<file path="config.mk">
export PLATFORM = sky130hd
export DESIGN_NAME = sdram_cmd_issuer
export DESIGN_NICKNAME = d
export VERILOG_FILES = /design/src/rtl/sdram_cmd_pkg.sv /design/src/rtl/sdram_bank_track.sv /design/src/rtl/sdram_beat_ctr.sv /design/src/rtl/sdram_sref_ctl.sv /design/src/rtl/sdram_cmd_issuer.sv
export SDC_FILE = /design/constraint.sdc
export NUM_CORES = 1
export LEC_CHECK = 0
export BUFFER_PORTS_ARGS = -buffer_cell sky130_fd_sc_hd__buf_4
export CAP_MARGIN = 40
export CORE_MARGIN = 10
export CORE_UTILIZATION = 40
export CTS_CLUSTER_SIZE = 14
export DETAILED_ROUTE_END_ITERATION = 8
export GPL_TIMING_DRIVEN = 0
export REMOVE_ABC_BUFFERS = 1
export SKIP_LAST_GASP = 1
export SLEW_MARGIN = 20
export SYNTH_ARGS = -nofsm -noshare
export SYNTH_HDL_FRONTEND = slang
export SYNTH_HIERARCHICAL = 1
export SYNTH_SLANG_ARGS = --single-unit
</file>
<file path="constraint.sdc">
create_clock -name clk -period 2.87 [get_ports clk]
set_clock_uncertainty 0.1 [all_clocks]
set_input_delay 0.4305 -clock clk [delete_from_list [all_inputs] [get_ports clk]]
set_output_delay 0.4305 -clock clk [all_outputs]
set_load 0.1 [all_outputs]
</file>
<file path="src/rtl/sdram_cmd_pkg.sv">
// Shared types for the SDRAM special-command issuer: operation codes,
// pin-level command codes and small helpers for burst length and CAS latency.
// Assumes a 4-wire command bus {cs_n, ras_n, cas_n, we_n}.
package sdram_cmd_pkg;

    typedef enum logic [2:0] {
        OP_NORMAL  = 3'b000,
        OP_AREF    = 3'b001,
        OP_SREF    = 3'b010,
        OP_MSET    = 3'b011,
        OP_PRE_ONE = 3'b100,
        OP_PRE_ALL = 3'b101,
        OP_ACT     = 3'b110,
        OP_RW      = 3'b111
    } op_e;

    typedef struct packed {
        logic cs_n;
        logic ras_n;
        logic cas_n;
        logic we_n;
    } pin_t;

    localparam pin_t PIN_DESEL = 4'b1111;
    localparam pin_t PIN_ACT   = 4'b0011;
    localparam pin_t PIN_PRE   = 4'b0010;
    localparam pin_t PIN_REF   = 4'b0001;
    localparam pin_t PIN_MRS   = 4'b0000;
    localparam pin_t PIN_READ  = 4'b0101;
    localparam pin_t PIN_WRITE = 4'b0100;

    typedef enum logic [1:0] {
        ST_IDLE  = 2'd0,
        ST_CMD   = 2'd1,
        ST_BURST = 2'd2,
        ST_DONE  = 2'd3
    } st_e;

    // Beats per burst: 4 on a 16-bit port, 8 otherwise.
    function automatic logic [3:0] beats_of(input logic [1:0] port);
        return (port == 2'b01) ? 4'd4 : 4'd8;
    endfunction

    // CAS latency: 2 when asked for, 3 for every other code.
    function automatic logic [1:0] cas_of(input logic [1:0] code);
        return (code == 2'd2) ? 2'd2 : 2'd3;
    endfunction

endpackage

</file>
<file path="src/rtl/sdram_bank_track.sv">
// Open-row tracker: one bit per bank, set by an accepted activate and cleared
// by a precharge of that bank or of all banks. Precharge wins over activate.
module sdram_bank_track #(
    parameter int BANKS = 4,
    localparam int BA_W = $clog2(BANKS)
) (
    input  logic             clk,
    input  logic             rst_n,
    input  logic             act_set,
    input  logic             pre_one,
    input  logic             pre_all,
    input  logic [BA_W-1:0]  bank,
    output logic [BANKS-1:0] open_mask
);

    for (genvar b = 0; b < BANKS; b++) begin : g_bank
        // Purpose: keep the open/closed state of bank b.
        always_ff @(posedge clk) begin
            if (!rst_n)
                open_mask[b] <= 1'b0;
            else if (pre_all || (pre_one && bank == BA_W'(b)))
                open_mask[b] <= 1'b0;
            else if (act_set && bank == BA_W'(b))
                open_mask[b] <= 1'b1;
        end
    end

endmodule

</file>
<file path="src/rtl/sdram_beat_ctr.sv">
// Down-counter for the cycles a burst occupies after its command cycle.
// Assumes load_val >= 1; last is high in the final counted cycle.
module sdram_beat_ctr #(
    parameter int CNT_W = 4
) (
    input  logic             clk,
    input  logic             rst_n,
    input  logic             load,
    input  logic [CNT_W-1:0] load_val,
    input  logic             step,
    output logic             last
);

    logic [CNT_W-1:0] cnt;

    // Purpose: load the remaining cycle count, then count down while stepping.
    always_ff @(posedge clk) begin
        if (!rst_n)
            cnt <= '0;
        else if (load)
            cnt <= load_val;
        else if (step && cnt != '0)
            cnt <= cnt - 1'b1;
    end

    assign last = (cnt == CNT_W'(1));

endmodule

</file>
<file path="src/rtl/sdram_sref_ctl.sv">
// Self-refresh state and exit guard. Entry drops clock enable. Exit happens
// on the first edge that sees the normal-mode code; a guard count of
// EXIT_WAIT cycles then runs before normal transfers are allowed again.
module sdram_sref_ctl #(
    parameter int EXIT_WAIT = 200,
    localparam int W_W = $clog2(EXIT_WAIT + 1)
) (
    input  logic clk,
    input  logic rst_n,
    input  logic enter,
    input  logic normal_sel,
    output logic sref_on,
    output logic exit_wait,
    output logic cke
);

    logic [W_W-1:0] wait_cnt;

    // Purpose: track self-refresh residency and count down the exit guard.
    always_ff @(posedge clk) begin
        if (!rst_n) begin
            sref_on  <= 1'b0;
            wait_cnt <= '0;
        end else if (enter) begin
            sref_on  <= 1'b1;
        end else if (sref_on && normal_sel) begin
            sref_on  <= 1'b0;
            wait_cnt <= W_W'(EXIT_WAIT);
        end else if (wait_cnt != '0) begin
            wait_cnt <= wait_cnt - 1'b1;
        end
    end

    assign exit_wait = (wait_cnt != '0);
    assign cke       = !sref_on;

endmodule

</file>
<file path="src/rtl/sdram_cmd_issuer.sv">
// Top of the SDRAM special-command issuer. When the operation field is
// non-zero, a bus request is turned into one SDRAM command, or into a dummy
// read/write burst, on registered pins. Assumes ADDR_W > 10 (bit 10 carries
// the precharge scope) and that the field is held stable while busy.
module sdram_cmd_issuer
    import sdram_cmd_pkg::*;
#(
    parameter int ADDR_W    = 13,
    parameter int BANKS     = 4,
    parameter int DQM_W     = 4,
    parameter int EXIT_WAIT = 200,
    parameter int MAX_BEATS = 8,
    parameter int MAX_CL    = 3,
    localparam int BA_W     = $clog2(BANKS),
    localparam int CNT_W    = $clog2(MAX_BEATS + MAX_CL + 1),
    localparam int A10      = 10
) (
    input  logic              clk,
    input  logic              rst_n,
    input  logic [2:0]        op_mode,
    input  logic [1:0]        cfg_cas,
    input  logic [1:0]        cfg_port,
    input  logic              req,
    input  logic              req_wr,
    input  logic [BA_W-1:0]   req_bank,
    input  logic [ADDR_W-1:0] req_addr,
    output logic              busy,
    output logic              done,
    output logic              err,
    output logic              norm_ok,
    output logic              sd_cs_n,
    output logic              sd_ras_n,
    output logic              sd_cas_n,
    output logic              sd_we_n,
    output logic [BA_W-1:0]   sd_ba,
    output logic [ADDR_W-1:0] sd_addr,
    output logic              sd_cke,
    output logic [DQM_W-1:0]  sd_dqm
);

    op_e               op;
    st_e               st;
    pin_t              pin_q, pin_d;
    logic [ADDR_W-1:0] addr_q, addr_d;
    logic [BA_W-1:0]   ba_q, ba_d;
    logic [DQM_W-1:0]  dqm_q;
    logic              err_q, rw_q, rd_q, conflict, accept;
    logic [3:0]        bl_q;
    logic [1:0]        cl_q;
    logic [BANKS-1:0]  open_mask;
    logic              sref_on, exit_wait, burst_last;
    logic [CNT_W-1:0]  burst_len;

    assign op     = op_e'(op_mode);
    assign accept = (st == ST_IDLE) && req && !sref_on && !exit_wait
                    && (op != OP_NORMAL);

    // Purpose: decide whether the requested command breaks the bank rules.
    always_comb begin
        case (op)
            OP_ACT:  conflict = open_mask[req_bank];
            OP_AREF: conflict = |open_mask;
            default: conflict = 1'b0;
        endcase
    end

    // Purpose: build the pin code, address and bank for the requested command.
    always_comb begin
        pin_d  = PIN_DESEL;
        addr_d = '0;
        ba_d   = '0;
        case (op)
            OP_ACT: begin
                pin_d  = PIN_ACT;
                addr_d = req_addr;
                ba_d   = req_bank;
            end
            OP_PRE_ONE: begin
                pin_d  = PIN_PRE;
                ba_d   = req_bank;
            end
            OP_PRE_ALL: begin
                pin_d       = PIN_PRE;
                addr_d[A10] = 1'b1;
            end
            OP_AREF, OP_SREF: pin_d = PIN_REF;
            OP_MSET: begin
                pin_d       = PIN_MRS;
                addr_d[2:0] = (beats_of(cfg_port) == 4'd8) ? 3'b011 : 3'b010;
                addr_d[6:4] = {1'b0, cas_of(cfg_cas)};
            end
            OP_RW: begin
                pin_d       = req_wr ? PIN_WRITE : PIN_READ;
                addr_d      = req_addr;
                addr_d[A10] = 1'b0;
                ba_d        = req_bank;
            end
            default: pin_d = PIN_DESEL;
        endcase
    end

    // Purpose: sequence one command through command, burst and done cycles.
    always_ff @(posedge clk) begin
        if (!rst_n) begin
            st     <= ST_IDLE;
            pin_q  <= PIN_DESEL;
            addr_q <= '0;
            ba_q   <= '0;
            dqm_q  <= '1;
            err_q  <= 1'b0;
            rw_q   <= 1'b0;
            rd_q   <= 1'b0;
            bl_q   <= 4'd8;
            cl_q   <= 2'd3;
        end else begin
            case (st)
                ST_IDLE: begin
                    if (accept) begin
                        st     <= ST_CMD;
                        pin_q  <= conflict ? PIN_DESEL : pin_d;
                        addr_q <= conflict ? '0 : addr_d;
                        ba_q   <= conflict ? '0 : ba_d;
                        err_q  <= conflict;
                        rw_q   <= (op == OP_RW);
                        rd_q   <= (op == OP_RW) && !req_wr;
                        dqm_q  <= (op == OP_RW) ? '0 : '1;
                        bl_q   <= beats_of(cfg_port);
                        cl_q   <= cas_of(cfg_cas);
                    end
                end
                ST_CMD: begin
                    pin_q  <= PIN_DESEL;
                    addr_q <= '0;
                    ba_q   <= '0;
                    err_q  <= 1'b0;
                    st     <= rw_q ? ST_BURST : ST_DONE;
                end
                ST_BURST: begin
                    if (burst_last) begin
                        st    <= ST_DONE;
                        dqm_q <= '1;
                    end
                end
                default: st <= ST_IDLE;
            endcase
        end
    end

    // Cycles spent in the burst state after the command cycle.
    assign burst_len = rd_q ? CNT_W'(bl_q) + CNT_W'(cl_q) - CNT_W'(1)
                            : CNT_W'(bl_q) - CNT_W'(1);

    sdram_beat_ctr #(.CNT_W(CNT_W)) u_beats (
        .clk      (clk),
        .rst_n    (rst_n),
        .load     (st == ST_CMD && rw_q),
        .load_val (burst_len),
        .step     (st == ST_BURST),
        .last     (burst_last)
    );

    sdram_bank_track #(.BANKS(BANKS)) u_banks (
        .clk       (clk),
        .rst_n     (rst_n),
        .act_set   (accept && op == OP_ACT && !conflict),
        .pre_one   (accept && op == OP_PRE_ONE),
        .pre_all   (accept && op == OP_PRE_ALL),
        .bank      (req_bank),
        .open_mask (open_mask)
    );

    sdram_sref_ctl #(.EXIT_WAIT(EXIT_WAIT)) u_sref (
        .clk        (clk),
        .rst_n      (rst_n),
        .enter      (accept && op == OP_SREF),
        .normal_sel (op == OP_NORMAL),
        .sref_on    (sref_on),
        .exit_wait  (exit_wait),
        .cke        (sd_cke)
    );

    assign busy     = (st != ST_IDLE) || sref_on || exit_wait;
    assign done     = (st == ST_DONE);
    assign err      = err_q;
    assign norm_ok  = (op == OP_NORMAL) && !sref_on && !exit_wait;
    assign sd_cs_n  = pin_q.cs_n;
    assign sd_ras_n = pin_q.ras_n;
    assign sd_cas_n = pin_q.cas_n;
    assign sd_we_n  = pin_q.we_n;
    assign sd_ba    = ba_q;
    assign sd_addr  = addr_q;
    assign sd_dqm   = dqm_q;

endmodule

</file>
==> metrics.md <==
| Metric | Value |
|---|---|
| CTS tree | `yes` |
| Hold_buf cts | `0` |
| Clock Latency Late Sink | `0.30 ns` |
| R2R depth | `10` |
| WP data required | `3.00 ns` |
| Yosys warning count | `6` |
| Die area | `0.009494 mm2` |
| Initial core utilization | `40.75%` |
| GR Util met1 | `between 15 and 20%` |
| Die height | `approximately 97 um` |
| Sequential share of the synthesized area | `37.56%` |
| Post-synth ARST share | `0%` |
| Final ANT Viol Nets | `0` |
| Final #Nets | `348` |
| Die Wd | `roughly 97 um` |
| R2r endpoint | `u_sref/wait_cnt[7]` |
| Slew @ Worst Pin | `between 0.6 and 0.7 ns` |
| Hold path depth | `2` |
| Maximum vdd drop | `0.6523 mV` |
| Via count of the routed design | `2109` |
| Critical Path Sink Type | `flop` |
| GRT Resource Usage Total | `12.12%` |
| Row cnt | `28` |
| Core Region | `~0.006 mm2` |
| DRC | `0` |
| CTS buffer count | `5` |
| Placed cell areas | `around 0.0028 mm2` |
| Clock root cell | `clkbuf_8` |
| Drt pass-1 iters | `4` |
| Largest net degree at the start of global routing | `28` |
| Yosys reg bits | `45` |
| Wire per inst | `14.83 um` |
| Netlist cell types | `62` |
| Relative slew margins | `slightly below 60%` |
| Hold slack | `~0.24 ns` |
| Post-Synthesis Cells | `267` |
| Final core utilization | `roughly half` |
| ANT cells | `0` |
| Status | `finished clean` |
| Worst reg2reg startpoint | `u_sref/wait_cnt[0]` |
| Filler Cell Count | `578` |
| Kind of critical path | `reg -> reg` |
| Hold Path Origin | `req_addr[7]` |
| GRT met3 Usage | `5.192%` |
| Syn_area_per_cell | `8.983 um2` |
| RSZ-0062 raised after global routing | `no` |
| Worst hold path type | `in -> reg` |
| Max_cap viols | `0` |
| Post-Route Setup TNS | `0 ns` |
| Initial DRC Count | `77` |
| Vias in the first global route | `2079` |
| Multi-input gate area | `0.001383 mm2` |
| Global route overflow | `0` |
| Max Clk Rate | `between 0.3 and 0.4 GHz` |
| Min Tclk post-route | `roughly 2.7 ns` |
| Maximum clock insertion buffer count | `2` |
| Commonest non-fill, non-tap cells in the layout | `buf_4, dfxtp_1, inv_1` |
| Leak | `1.187 nW` |
| # H-tree levels | `2` |
| Final hold vios | `0` |
| P&R area growth vs syn | `24.57%` |
| PD cells | `857.4 mW/mm2` |
| CP arrival | `2.78 ns` |
| Final instance area | `between 0.002 and 0.003 mm2` |
| Post-synth EDFFs | `0` |
| FF/Latch Area | `900.9 um2` |
| Max-slew violations | `0` |
| Antenna violations before repair | `0` |
| Fin crit share | `between 90 and 100%` |
| Buffers on Ports | `53` |
| Via density per instance | `5.422` |
| Layout cell share with drive strength beyond 1 | `between 20% and 30%` |
| Worst Hold Path EP | `sd_addr[7]` |
| GRT busiest layer | `met2` |
| Main flop type after synthesis | `dfxtp_1` |
| Grt met2 use | `roughly 18%` |
| Final setup viols | `0` |
| Sink Count | `45` |
| GP Congestion | `about 0.84` |
| Worst-path maximum fanout | `8` |
| Post-synthesis cell area | `between 0.002 and 0.0025 mm2` |
| First-pass GRT wire length | `9.901 mm` |
| Commonest non-fill, non-tap cell in the layout | `buf_4` |
| Reg2Reg Setup Slack | `0.21 ns` |
| Startpoint type of the worst setup path | `flop` |
| Routed WL | `5.768 mm` |
| Reg clk slew, reported paths | `0.09 ns` |
| I/O pin count | `54` |
| Final HPWL DP | `4.387 mm` |
[worst max path at each step]
| stage | startpoint | end |
|---|---|---|
| 3_3_place_gp | u_sref/wait_cnt[0] | u_sref/wait_cnt[3] |
| 3_5_place_dp | u_sref/wait_cnt[0] | u_sref/wait_cnt[3] |
| 5_1_grt | u_sref/wait_cnt[0] | u_sref/wait_cnt[5] |
| 6_report | u_sref/wait_cnt[0] | u_sref/wait_cnt[7] |
| 2_1_floorplan | u_sref/wait_cnt[0] | norm_ok |
| 4_1_cts | u_sref/wait_cnt[0] | u_banks/open_mask[0] |
[per-layer routing]
| layer | part of all wire, % | vias up |
|---|---|---|
| met5 | 0 | - |
| met4 | 1.5 | 0 |
| met3 | 7.7 | 8 |
| met2 | 42 | 66 |
| met1 | 49 | 968 |
| li1 | - | 1067 |
[stage by stage]
stage / power, W / instances / worst slack [ns]
finish: 0.002562 / 389 / 0.2139
global route: 0.002727 / 389 / 0.01523
CTS: 0.002532 / 389 / -0.07274
detailed placement: 0.001925 / 381 / -0.5129
global placement: 0.001921 / 381 / -0.4731
floorplan: 0.001672 / 253 / -0.8583
[sequential cells by signal (all words and copies together), names as in the netlist]
name               cells
sd_addr               13
u_sref/wait_cnt        8
u_banks/open_mask      4
u_beats/cnt            4
bl_q                   2
sd_ba                  2
st                     2
cl_q                   1
err                    1
rd_q                   1
rw_q                   1
sd_cas_n               1
sd_cs_n                1
sd_dqm                 1
sd_ras_n               1
sd_we_n                1
u_sref/sref_on         1
[power by group]
| group | switching (W) | internal, W |
|---|---|---|
| clock network | 0.000232 | 0.000351 |
| registers | 0.000103 | 0.000723 |
| logic | 0.000752 | 0.000402 |
[what timing repair did]
action                                  CTS  global route
endpoints found under the setup margin   21            18
gates resized for setup                   3             7
buffers inserted                          0             0
[synth_stat cells, types with 2 or more instances]
cell type | n | share of area [%]
or4b_1 | 2 | 0.83
o21a_1 | 2 | 0.63
o211ai_1 | 2 | 0.63
nand3_1 | 9 | 1.9
buf_6 | 2 | 0.94
o2bb2ai_1 | 8 | 2.9
o21ai_0 | 8 | 1.7
nor3b_1 | 2 | 0.63
clkbuf_1 | 6 | 0.94
nand3b_1 | 6 | 1.9
buf_4 | 4 | 1.3
a211oi_1 | 4 | 1.3
nor2b_1 | 6 | 1.6
inv_1 | 20 | 3.1
a21boi_0 | 3 | 0.94
a31o_2 | 2 | 0.73
dfxtp_1 | 45 | 38
nor3_1 | 3 | 0.63
a22o_1 | 9 | 3.3
o22ai_1 | 2 | 0.52
nor2_1 | 15 | 2.3
and3_1 | 2 | 0.52
nand4_1 | 6 | 1.6
ha_1 | 9 | 4.7
a221oi_1 | 2 | 0.73
or4_1 | 2 | 0.63
or2_2 | 4 | 1.0
nor4_1 | 2 | 0.52
or3b_1 | 2 | 0.73
or3_1 | 2 | 0.52
a2111o_1 | 2 | 0.94
a31oi_1 | 7 | 1.8
nand2_1 | 16 | 2.5
and2_1 | 4 | 1.0
o32a_1 | 2 | 0.83
a21oi_1 | 10 | 2.1
nand2b_1 | 10 | 2.6
[kinds of logic (layout without fill, tap and decap cells)]
kind of cell             after synthesis  count (layout)  share of synthesized area (%)
AO/OA/AOI/OAI                         73              73                          23.06
XOR/XNOR                               2               2                         0.7304
adder cells (fa/ha/maj)                9               9                          4.695
buffers and inverters                 34              81                          7.094
flip-flops                            45              45                          37.56
multiplexers                           2               2                          1.356
AND/OR/NAND/NOR                      102             102                          25.51
[critical path, cell delays in order, from the launching register on]
cell,delay [ns]
dfxtp_1,0.37
inv_1,0.07
ha_1,0.22
nor3b_4,0.18
nand2_1,0.12
and4bb_4,0.26
nand2b_4,0.11
nor2b_4,0.06
or3_4,0.43
or4b_1,0.47
a31oi_1,0.18
[final cells by class]
cell class | count | share of cell area (%)
well taps | 75 | 3.141
inverters | 20 | 2.513
flip-flops and latches | 45 | 30.15
clock inverters | 3 | 2.303
clock buffers | 5 | 2.303
repair buffers | 53 | 13.32
multi-input cells | 188 | 46.27
Note: power is estimated with default switching activity, not from simulation.
